## src/rtl/sysctl_status_pkg.sv

```systemverilog
// Shared constants for the system-controller status registers.
// Assumes a byte-offset register map with 8-bit offsets.
package sysctl_status_pkg;
    localparam int unsigned REG_DATA_W = 16;
    localparam int unsigned CAUSE_W    = 5;
    localparam logic [7:0]  OFS_IRQ    = 8'h80;
    localparam logic [7:0]  OFS_CAUSE  = 8'h88;

    // Bit index of each restart cause inside the cause register.
    typedef enum int unsigned {
        CB_EXT_HARD = 0,
        CB_WDOG     = 1,
        CB_BUTTON   = 2,
        CB_SOFT     = 3,
        CB_PWR_DROP = 4
    } cause_bit_e;
endpackage

```

## src/rtl/irq_sync_bank.sv

```systemverilog
// Two-flop synchronizer for each bit of an asynchronous active-low request bus.
// Assumes each input is a level that is held long enough to be sampled.
// On reset every stage loads RST_VAL, so all sources read idle.
module irq_sync_bank #(
    parameter int unsigned         WIDTH   = 16,
    parameter logic [WIDTH-1:0]    RST_VAL = '1
) (
    input  logic             clk,
    input  logic             rst_n,
    input  logic [WIDTH-1:0] async_in,
    output logic [WIDTH-1:0] sync_out
);
    for (genvar i = 0; i < WIDTH; i++) begin : g_bit
        logic [1:0] stage_q;

        // Shift the raw level through two flops to settle metastability.
        always_ff @(posedge clk) begin
            if (!rst_n) begin
                stage_q <= {2{RST_VAL[i]}};
            end else begin
                stage_q <= {stage_q[0], async_in[i]};
            end
        end

        assign sync_out[i] = stage_q[1];
    end
endmodule

```

## src/rtl/cause_sticky_reg.sv

```systemverilog
// Sticky cause bits: an event sets its bit, and a masked clear resets bits.
// Deliberately has no reset input. The bits start at zero only through the
// configuration-time initial value, so no system reset can wipe them.
// An event on the same cycle as a clear of the same bit wins.
module cause_sticky_reg #(
    parameter int unsigned WIDTH = 5
) (
    input  logic             clk,
    input  logic [WIDTH-1:0] set_vec,
    input  logic             clr_en,
    input  logic [WIDTH-1:0] clr_mask,
    output logic [WIDTH-1:0] bits
);
    logic [WIDTH-1:0] bits_q = '0;
    logic [WIDTH-1:0] clr_eff;
    logic [WIDTH-1:0] bits_d;

    // Gate the clear mask with the write decode.
    always_comb clr_eff = clr_en ? clr_mask : '0;

    // Clear first, then OR in events so that an event takes priority.
    always_comb bits_d = (bits_q & ~clr_eff) | set_vec;

    // Hold the record; this register is sensitive to no reset.
    always_ff @(posedge clk) begin
        bits_q <= bits_d;
    end

    assign bits = bits_q;
endmodule

```

## src/rtl/status_read_mux.sv

```systemverilog
// Registered read decode for the status register pair.
// Assumes both inputs are already zero-extended to DATA_W.
// Unmapped offsets return zero. The data follows the address by one cycle.
module status_read_mux #(
    parameter int unsigned          ADDR_W    = 8,
    parameter int unsigned          DATA_W    = 16,
    parameter logic [ADDR_W-1:0]    IRQ_OFS   = 'h80,
    parameter logic [ADDR_W-1:0]    CAUSE_OFS = 'h88
) (
    input  logic              clk,
    input  logic              rst_n,
    input  logic [ADDR_W-1:0] rd_addr,
    input  logic [DATA_W-1:0] irq_word,
    input  logic [DATA_W-1:0] cause_word,
    output logic [DATA_W-1:0] rd_data
);
    logic [DATA_W-1:0] sel_data;

    // Select the word for the current offset.
    always_comb begin
        if (rd_addr == IRQ_OFS) begin
            sel_data = irq_word;
        end else if (rd_addr == CAUSE_OFS) begin
            sel_data = cause_word;
        end else begin
            sel_data = '0;
        end
    end

    // Register the selected word for the bus.
    always_ff @(posedge clk) begin
        if (!rst_n) begin
            rd_data <= '0;
        end else begin
            rd_data <= sel_data;
        end
    end
endmodule

```

## src/rtl/sysctl_status_regs.sv

```systemverilog
// Top of the status register pair: the interrupt status word and the sticky
// reset-cause record. Assumes the event inputs are one-cycle pulses that are
// synchronous to clk, and the irq_n lines are asynchronous levels.
module sysctl_status_regs
    import sysctl_status_pkg::*;
#(
    parameter int unsigned       ADDR_W    = 8,
    parameter int unsigned       DATA_W    = REG_DATA_W,
    parameter int unsigned       IRQ_W     = 16,
    parameter logic [ADDR_W-1:0] IRQ_OFS   = ADDR_W'(OFS_IRQ),
    parameter logic [ADDR_W-1:0] CAUSE_OFS = ADDR_W'(OFS_CAUSE)
) (
    input  logic              clk,
    input  logic              rst_n,
    input  logic [ADDR_W-1:0] bus_addr,
    input  logic              bus_we,
    input  logic [DATA_W-1:0] bus_wdata,
    output logic [DATA_W-1:0] bus_rdata,
    input  logic [IRQ_W-1:0]  irq_n,
    input  logic              ev_ext_hard,
    input  logic              ev_wdog,
    input  logic              ev_button,
    input  logic              ev_soft,
    input  logic              ev_pwr_drop
);
    localparam int unsigned CW = CAUSE_W;

    logic [IRQ_W-1:0]  irq_sync;
    logic [CW-1:0]     ev_vec;
    logic [CW-1:0]     cause_bits;
    logic              cause_wr;
    logic [DATA_W-1:0] irq_ext;
    logic [DATA_W-1:0] cause_ext;
    logic              unused_wdata;

    // Bring the request lines into the clock domain; idle after reset.
    irq_sync_bank #(
        .WIDTH   (IRQ_W),
        .RST_VAL ({IRQ_W{1'b1}})
    ) u_sync (
        .clk      (clk),
        .rst_n    (rst_n),
        .async_in (irq_n),
        .sync_out (irq_sync)
    );

    // Put each event pulse on its fixed cause bit.
    always_comb begin
        ev_vec              = '0;
        ev_vec[CB_EXT_HARD] = ev_ext_hard;
        ev_vec[CB_WDOG]     = ev_wdog;
        ev_vec[CB_BUTTON]   = ev_button;
        ev_vec[CB_SOFT]     = ev_soft;
        ev_vec[CB_PWR_DROP] = ev_pwr_drop;
    end

    // Decode a write to the cause register; other offsets are read-only or empty.
    always_comb cause_wr = bus_we && (bus_addr == CAUSE_OFS);

    cause_sticky_reg #(
        .WIDTH (CW)
    ) u_cause (
        .clk      (clk),
        .set_vec  (ev_vec),
        .clr_en   (cause_wr),
        .clr_mask (bus_wdata[CW-1:0]),
        .bits     (cause_bits)
    );

    // Zero-extend both words to the bus width; reserved bits read as zero.
    always_comb begin
        irq_ext   = DATA_W'(irq_sync);
        cause_ext = DATA_W'(cause_bits);
    end

    // Reserved write bits have no destination.
    assign unused_wdata = &{1'b0, bus_wdata[DATA_W-1:CW]};

    status_read_mux #(
        .ADDR_W    (ADDR_W),
        .DATA_W    (DATA_W),
        .IRQ_OFS   (IRQ_OFS),
        .CAUSE_OFS (CAUSE_OFS)
    ) u_rd (
        .clk        (clk),
        .rst_n      (rst_n),
        .rd_addr    (bus_addr),
        .irq_word   (irq_ext),
        .cause_word (cause_ext),
        .rd_data    (bus_rdata)
    );
endmodule

```

## config.mk

```make
export PLATFORM = sky130hd
export DESIGN_NAME = sysctl_status_regs
export DESIGN_NICKNAME = d
export VERILOG_FILES = /design/src/rtl/sysctl_status_pkg.sv /design/src/rtl/irq_sync_bank.sv /design/src/rtl/cause_sticky_reg.sv /design/src/rtl/status_read_mux.sv /design/src/rtl/sysctl_status_regs.sv
export SDC_FILE = /design/constraint.sdc
export NUM_CORES = 1
export LEC_CHECK = 0
export ABC_AREA = 0
export BUFFER_PORTS_ARGS = -buffer_cell sky130_fd_sc_hd__clkbuf_2
export CAP_MARGIN = 25
export CORE_MARGIN = 2
export CORE_UTILIZATION = 45
export CTS_CLUSTER_DIAMETER = 30
export DETAILED_ROUTE_END_ITERATION = 6
export HOLD_SLACK_MARGIN = 0.06
export MAX_ROUTING_LAYER = met4
export PLACE_DENSITY = 0.85
export SLEW_MARGIN = 30
export SYNTH_ARGS = -nofsm -noshare
export SYNTH_HDL_FRONTEND = slang
export SYNTH_SLANG_ARGS = --single-unit
```

## constraint.sdc

```tcl
create_clock -name clk -period 1.9 [get_ports clk]
set_clock_uncertainty 0.2 [all_clocks]
set_input_delay 0 -clock clk [delete_from_list [all_inputs] [get_ports clk]]
set_output_delay 0 -clock clk [all_outputs]
set_load 0.1 [all_outputs]
```

---- Yosys cells after proc, flatten, opt, wreduce, memory -nomap -nowiden ----
Cells that the tools add are included.
cells by class
  multiply operators ...................... 0
  add/sub/neg operators ................... 0
  multiplexer cells ....................... 3
  reduce and logical (&&, ||, !) cells .... 1
  equal/unequal tests ..................... 2
  shifts and indexed selects .............. 0
  order comparisons ....................... 0
  bitwise operators ....................... 3
  div/mod/pow operators ................... 0
operators by type and width
  cell                  number
  $eq A8 B8 Y1 const B  2
  $mux W16              1
  $mux W5               2
  $and A5 B5 Y5         1
  $not A5 Y5            1
  $or A5 B5 Y5          1
  $logic_and A1 B1 Y1   1
word-level totals
  memories kept ........................... 0
  output and inout bits ................... 16
  register bits ........................... 53
  bits in latches ......................... 0
  logic and storage cells ................. 27
  bits in read-only memories .............. 0
  bits in writable memories ............... 0
  input port bits ......................... 48

---- Depth between registers and ports, before layout ----
  word-level depth ........................ 6
  gate-level depth with buffers ........... 4
  gate-level depth less buffers ........... 3

---- Modules after synthesis ----
From an unflattened synthesis, not the netlist that was laid out.
second synthesis, totals
  cell total of the unflattened synthesis .. 158
  area total of the unflattened synthesis .. 1848.0 um^2
modules (own cells, without submodules)
  module              cells each  seq. area each (um^2)  area each (um^2)  instances
  irq_sync_bank       83          640.6                  977.2             1
  status_read_mux     56          320.3                  683.2             1
  cause_sticky_reg    15          100.1                  156.4             1
  sysctl_status_regs  4           0.0                    31.3              1

---- Worst setup path after synthesis ----
OpenSTA, ideal clock, no wires.
  path type ............................... register to output
  start ................................... register u_rd.rd_data[0]
  end ..................................... output bus_rdata[0]
  slack ................................... 791 ps
  stages on the path, launching flop included .. 1
  required time ........................... 1700 ps
  buffers on the path ..................... 0
  data arrival time ....................... 909 ps
  cell sequence ........................... dfxtp_1
RTL lines
  item                    RTL line                  text
  start, declared         status_read_mux.sv:15     output logic [DATA_W-1:0] rd_data
  start signal, assigned  status_read_mux.sv:35     rd_data <= sel_data;
  end, declared           sysctl_status_regs.sv:18  output logic [DATA_W-1:0] bus_rdata,
No word-level cell between the ends.

---- Worst setup path in the final report ----
  start ................................... input bus_addr[4]
  end ..................................... register u_rd.rd_data[0]
between the ends
  cells in the longest elaborated chain, start to end .. 3
  elaborated cells on any way between the ends .. 4
  those cells by class .................... eq/ne: 2; mux: 2
RTL lines
  item             RTL line                  text
  start, declared  sysctl_status_regs.sv:15  input logic [ADDR_W-1:0] bus_addr,
  $eq A8 B8 Y1     status_read_mux.sv:23     end else if (rd_addr == CAUSE_OFS) begin
  $mux W5          status_read_mux.sv:23
  $mux W16 (*)     status_read_mux.sv:21     if (rd_addr == IRQ_OFS) begin
Every way passes the cells marked *; elsewhere a longest branch is shown, timed or not.
A chain may end at the register's enable or synchronous reset.

==> impl_metrics.json <==
{
  "drc": 0,
  "synth_top_family_by_area": "simple AND/OR/NAND/NOR gates",
  "synth_async_sr_flop_share": 0,
  "vdd_drop_max_mv": 0.486,
  "synthCells": 125,
  "reg2reg_to": "u_rd.rd_data[3]$_SDFF_PN0_",
  "core_um2": 3340,
  "critical_path_class": "primary input to flip-flop",
  "crit_path_frequent_cell": "dlygate4sd3_1",
  "min_period_ns": 1.82,
  "hold_violations": 0,
  "holdPathEnd": "u_rd.rd_data[12]$_SDFF_PN0_",
  "die-area_um2": 3970,
  "maxCapViolCount": 0,
  "synth-compound-area-share": 0.0479,
  "syn-num-nets": 173,
  "drt_iter0_markers": 56,
  "die_w_um": 63,
  "layout-area-overhead-vs-synth_pct": 56.9,
  "clock-root-buffer": "clkbuf_4",
  "p_per_area_nw_per_um2": 794,
  "synth_simple_gate_area_frac": 0.260,
  "setup_tns_ns": 0,
  "ys_seq_elements": 53,
  "io_pins": 64,
  "holdCritStartpoint": "bus_addr[3]",
  "hold_path_class": "primary input to flip-flop",
  "dr.pass1.iters": 4,
  "cts.clk_slew.worst_paths_ns": 0.15,
  "port_buffers": 52,
  "synthAdderAreaFrac": 0,
  "synthMuxAreaShare": 0,
  "via_count": 1220,
  "cpLargestDelayFamily": "buffers and inverters",
  "grt_max_degree": 25,
  "critPathMaxFanout": 5,
  "dp_cells": 220,
  "antenna_found_initial": 0,
  "p_leak_uw": 0.00104,
  "timing.fmax_mhz": 548,
  "cts.sinks": 53,
  "synth_most_common_cell": "dfxtp_1",
  "tightest_slew_ns": 0.549,
  "yosys.area_share.xor_xnor": 0,
  "cpMaxStageDelayCell": "dlygate4sd3_1",
  "totalPowerFinal_uw": 1950,
  "whs_path_depth": 4,
  "crit_buf_inv": 3,
  "insertion_delay_ns": 0.35,
  "row_count": 21,
  "synth_ff_type": "dfxtp_1",
  "synthTopCellsByArea": "dfxtp_1, nand2b_1, and2_2",
  "grt_setup_unrepaired": "no",
  "required_ns": 2.00,
  "track_usage": 0.182,
  "relSlewSlack": 0.635,
  "outcome": "finished clean",
  "first_global_vias": 1235,
  "yosysSeqAreaShare": 0.677,
  "final_cells": 279,
  "synth_area_um2": 1570,
  "period_share": 0.960,
  "ant_nets": 0,
  "cts_tree": "done",
  "yosys.area.top_type_share": 0.677,
  "drive_above_1_share": 0.318,
  "netlist_top_cells_count": "dfxtp_1, nand2b_1, and2_2",
  "place_hpwl_um": 1720,
  "grt_overflow": 0,
  "regToRegSetupSlack_ns": 0.47,
  "worst_r2r_path_depth": 3,
  "synth_top_cell_by_area": "dfxtp_1",
  "crit_path_end_kind": "flip-flop",
  "grt_pass1_wl_um": 5390,
  "vias_per_cell": 4.37,
  "htree_levels": 2,
  "startpoint_type": "primary input",
  "final_max_slew_viol_count": 0,
  "drt-total-wl_um": 3480,
  "post_drt_wl_per_cell_um": 12.5,
  "yosysWarnings": 0,
  "cts_resized": 0,
  "ys_types": 14,
  "cp.arrival_ns": 1.92,
  "ctsLongestPathBuffers": 2,
  "synth-edff-count": 0,
  "die_h_um": 63,
  "path_cells": "clkbuf_2 -> nor4b_4 -> dlygate4sd3_1 -> nand2_1 -> nor2_1 -> dlygate4sd3_1",
  "numCtsBuffers": 5,
  "setup_violations": 0,
  "final_nets": 280,
  "initial_core_util": 0.469,
  "antenna_cells": 0,
  "worstReg2RegStart": "u_cause.bits[3]$_DFF_P_",
  "critPathMaxStageDelay_ns": 0.62,
  "syn_area_per_cell_um2": 12.5,
  "gp_congestion": 0.771
}
-- state kept, by name (all words and copies together), names as in the netlist --
signal and cells:
u_rd.rd_data 16, u_sync.g_bit.stage_q 32, u_cause.bits 5
-- report_power, final --
| part | leakage, µW | switching [µW] | internal [µW] |
|---|---|---|---|
| Clock | 0.0000455 | 319 | 315 |
| Combinational | 0.000563 | 60.7 | 107 |
| Sequential | 0.000435 | 6.45 | 1140 |
| Total | 0.00104 | 386 | 1570 |
-- cells by family (layout without fill, tap and decap cells) --
family	Yosys count	in the layout
AOI/OAI and AO/OA	10	10
DFF	53	53
buffers and inverters	4	112
and+or+nand+nor	58	58
-- metrics by stage --
step	utilization	setup WS, ns	hold WS [ns]	cell area (µm²)
3_3_place_gp	0.560	0.486	-0.0198	1870
6_report	0.736	0.0761	0.132	2460
4_1_cts	0.730	0.111	0.0971	2430
3_5_place_dp	0.560	0.486	-0.0224	1870
5_1_grt	0.736	0.0186	0.142	2460
2_1_floorplan	-	0.791	-0.127	1570
-- layout make-up --
| type | count | area [µm²] |
|---|---|---|
| flip-flops and latches | 53 | 1060 |
| fillers | 230 | 880 |
| repair buffers | 104 | 771 |
| well taps | 46 | 57.6 |
| clock buffers | 7 | 55.1 |
| multi-input cells | 68 | 483 |
| clock inverters | 1 | 30.0 |
-- per-layer routing --
metal / GRT usage / share of wire
met1: 0.170 / 0.39
met4: 0.0806 / 0.024
met5: - / 0
met2: 0.343 / 0.55
met3: 0.0468 / 0.041
-- how the worst max path moves through the flow --
| stage | start | end | slack (ns) | depth (start not counted) |
|---|---|---|---|---|
| after floorplan | u_rd.rd_data[0]$_SDFF_PN0_ | bus_rdata[0] | 0.79 | 0 |
| after global placement | bus_addr[6] | u_rd.rd_data[15]$_SDFF_PN0_ | 0.49 | 4 |
| after detailed placement | bus_addr[6] | u_rd.rd_data[15]$_SDFF_PN0_ | 0.49 | 4 |
| after CTS | bus_addr[6] | u_rd.rd_data[0]$_SDFF_PN0_ | 0.11 | 6 |
| after global routing | bus_addr[4] | u_rd.rd_data[0]$_SDFF_PN0_ | 0.02 | 6 |
| final | bus_addr[4] | u_rd.rd_data[0]$_SDFF_PN0_ | 0.08 | 6 |
-- worst reg2reg max path, cell delays in order (launching register included) --
cell and delay (ns):
dfxtp_1 0.34, a22oi_1 0.18, dlygate4sd3_1 0.58, nor2_1 0.04
-- cell usage in the layout (no fill, tap or decap) --
cell type,count
dfxtp_1,53
clkbuf_2,52
dlygate4sd3_1,48
nand2b_1,32
and2_2,8
nand4_1,5
a21o_1,5
a22oi_1,5
nor2_1,5
clkbuf_4,5
buf_4,4
and2_1,3
nor4b_4,2
nor4_4,1
and3_1,1
nand2_1,1
clkbuf_1,1
clkbuf_8,1
bufinv_16,1
-- timing repair --
item,CTS,global route
setup endpoints to repair,0,1
setup buffers,0,3
hold buffers,48,0
hold endpoints to repair,42,0
(Power assumes the default switching activity.)
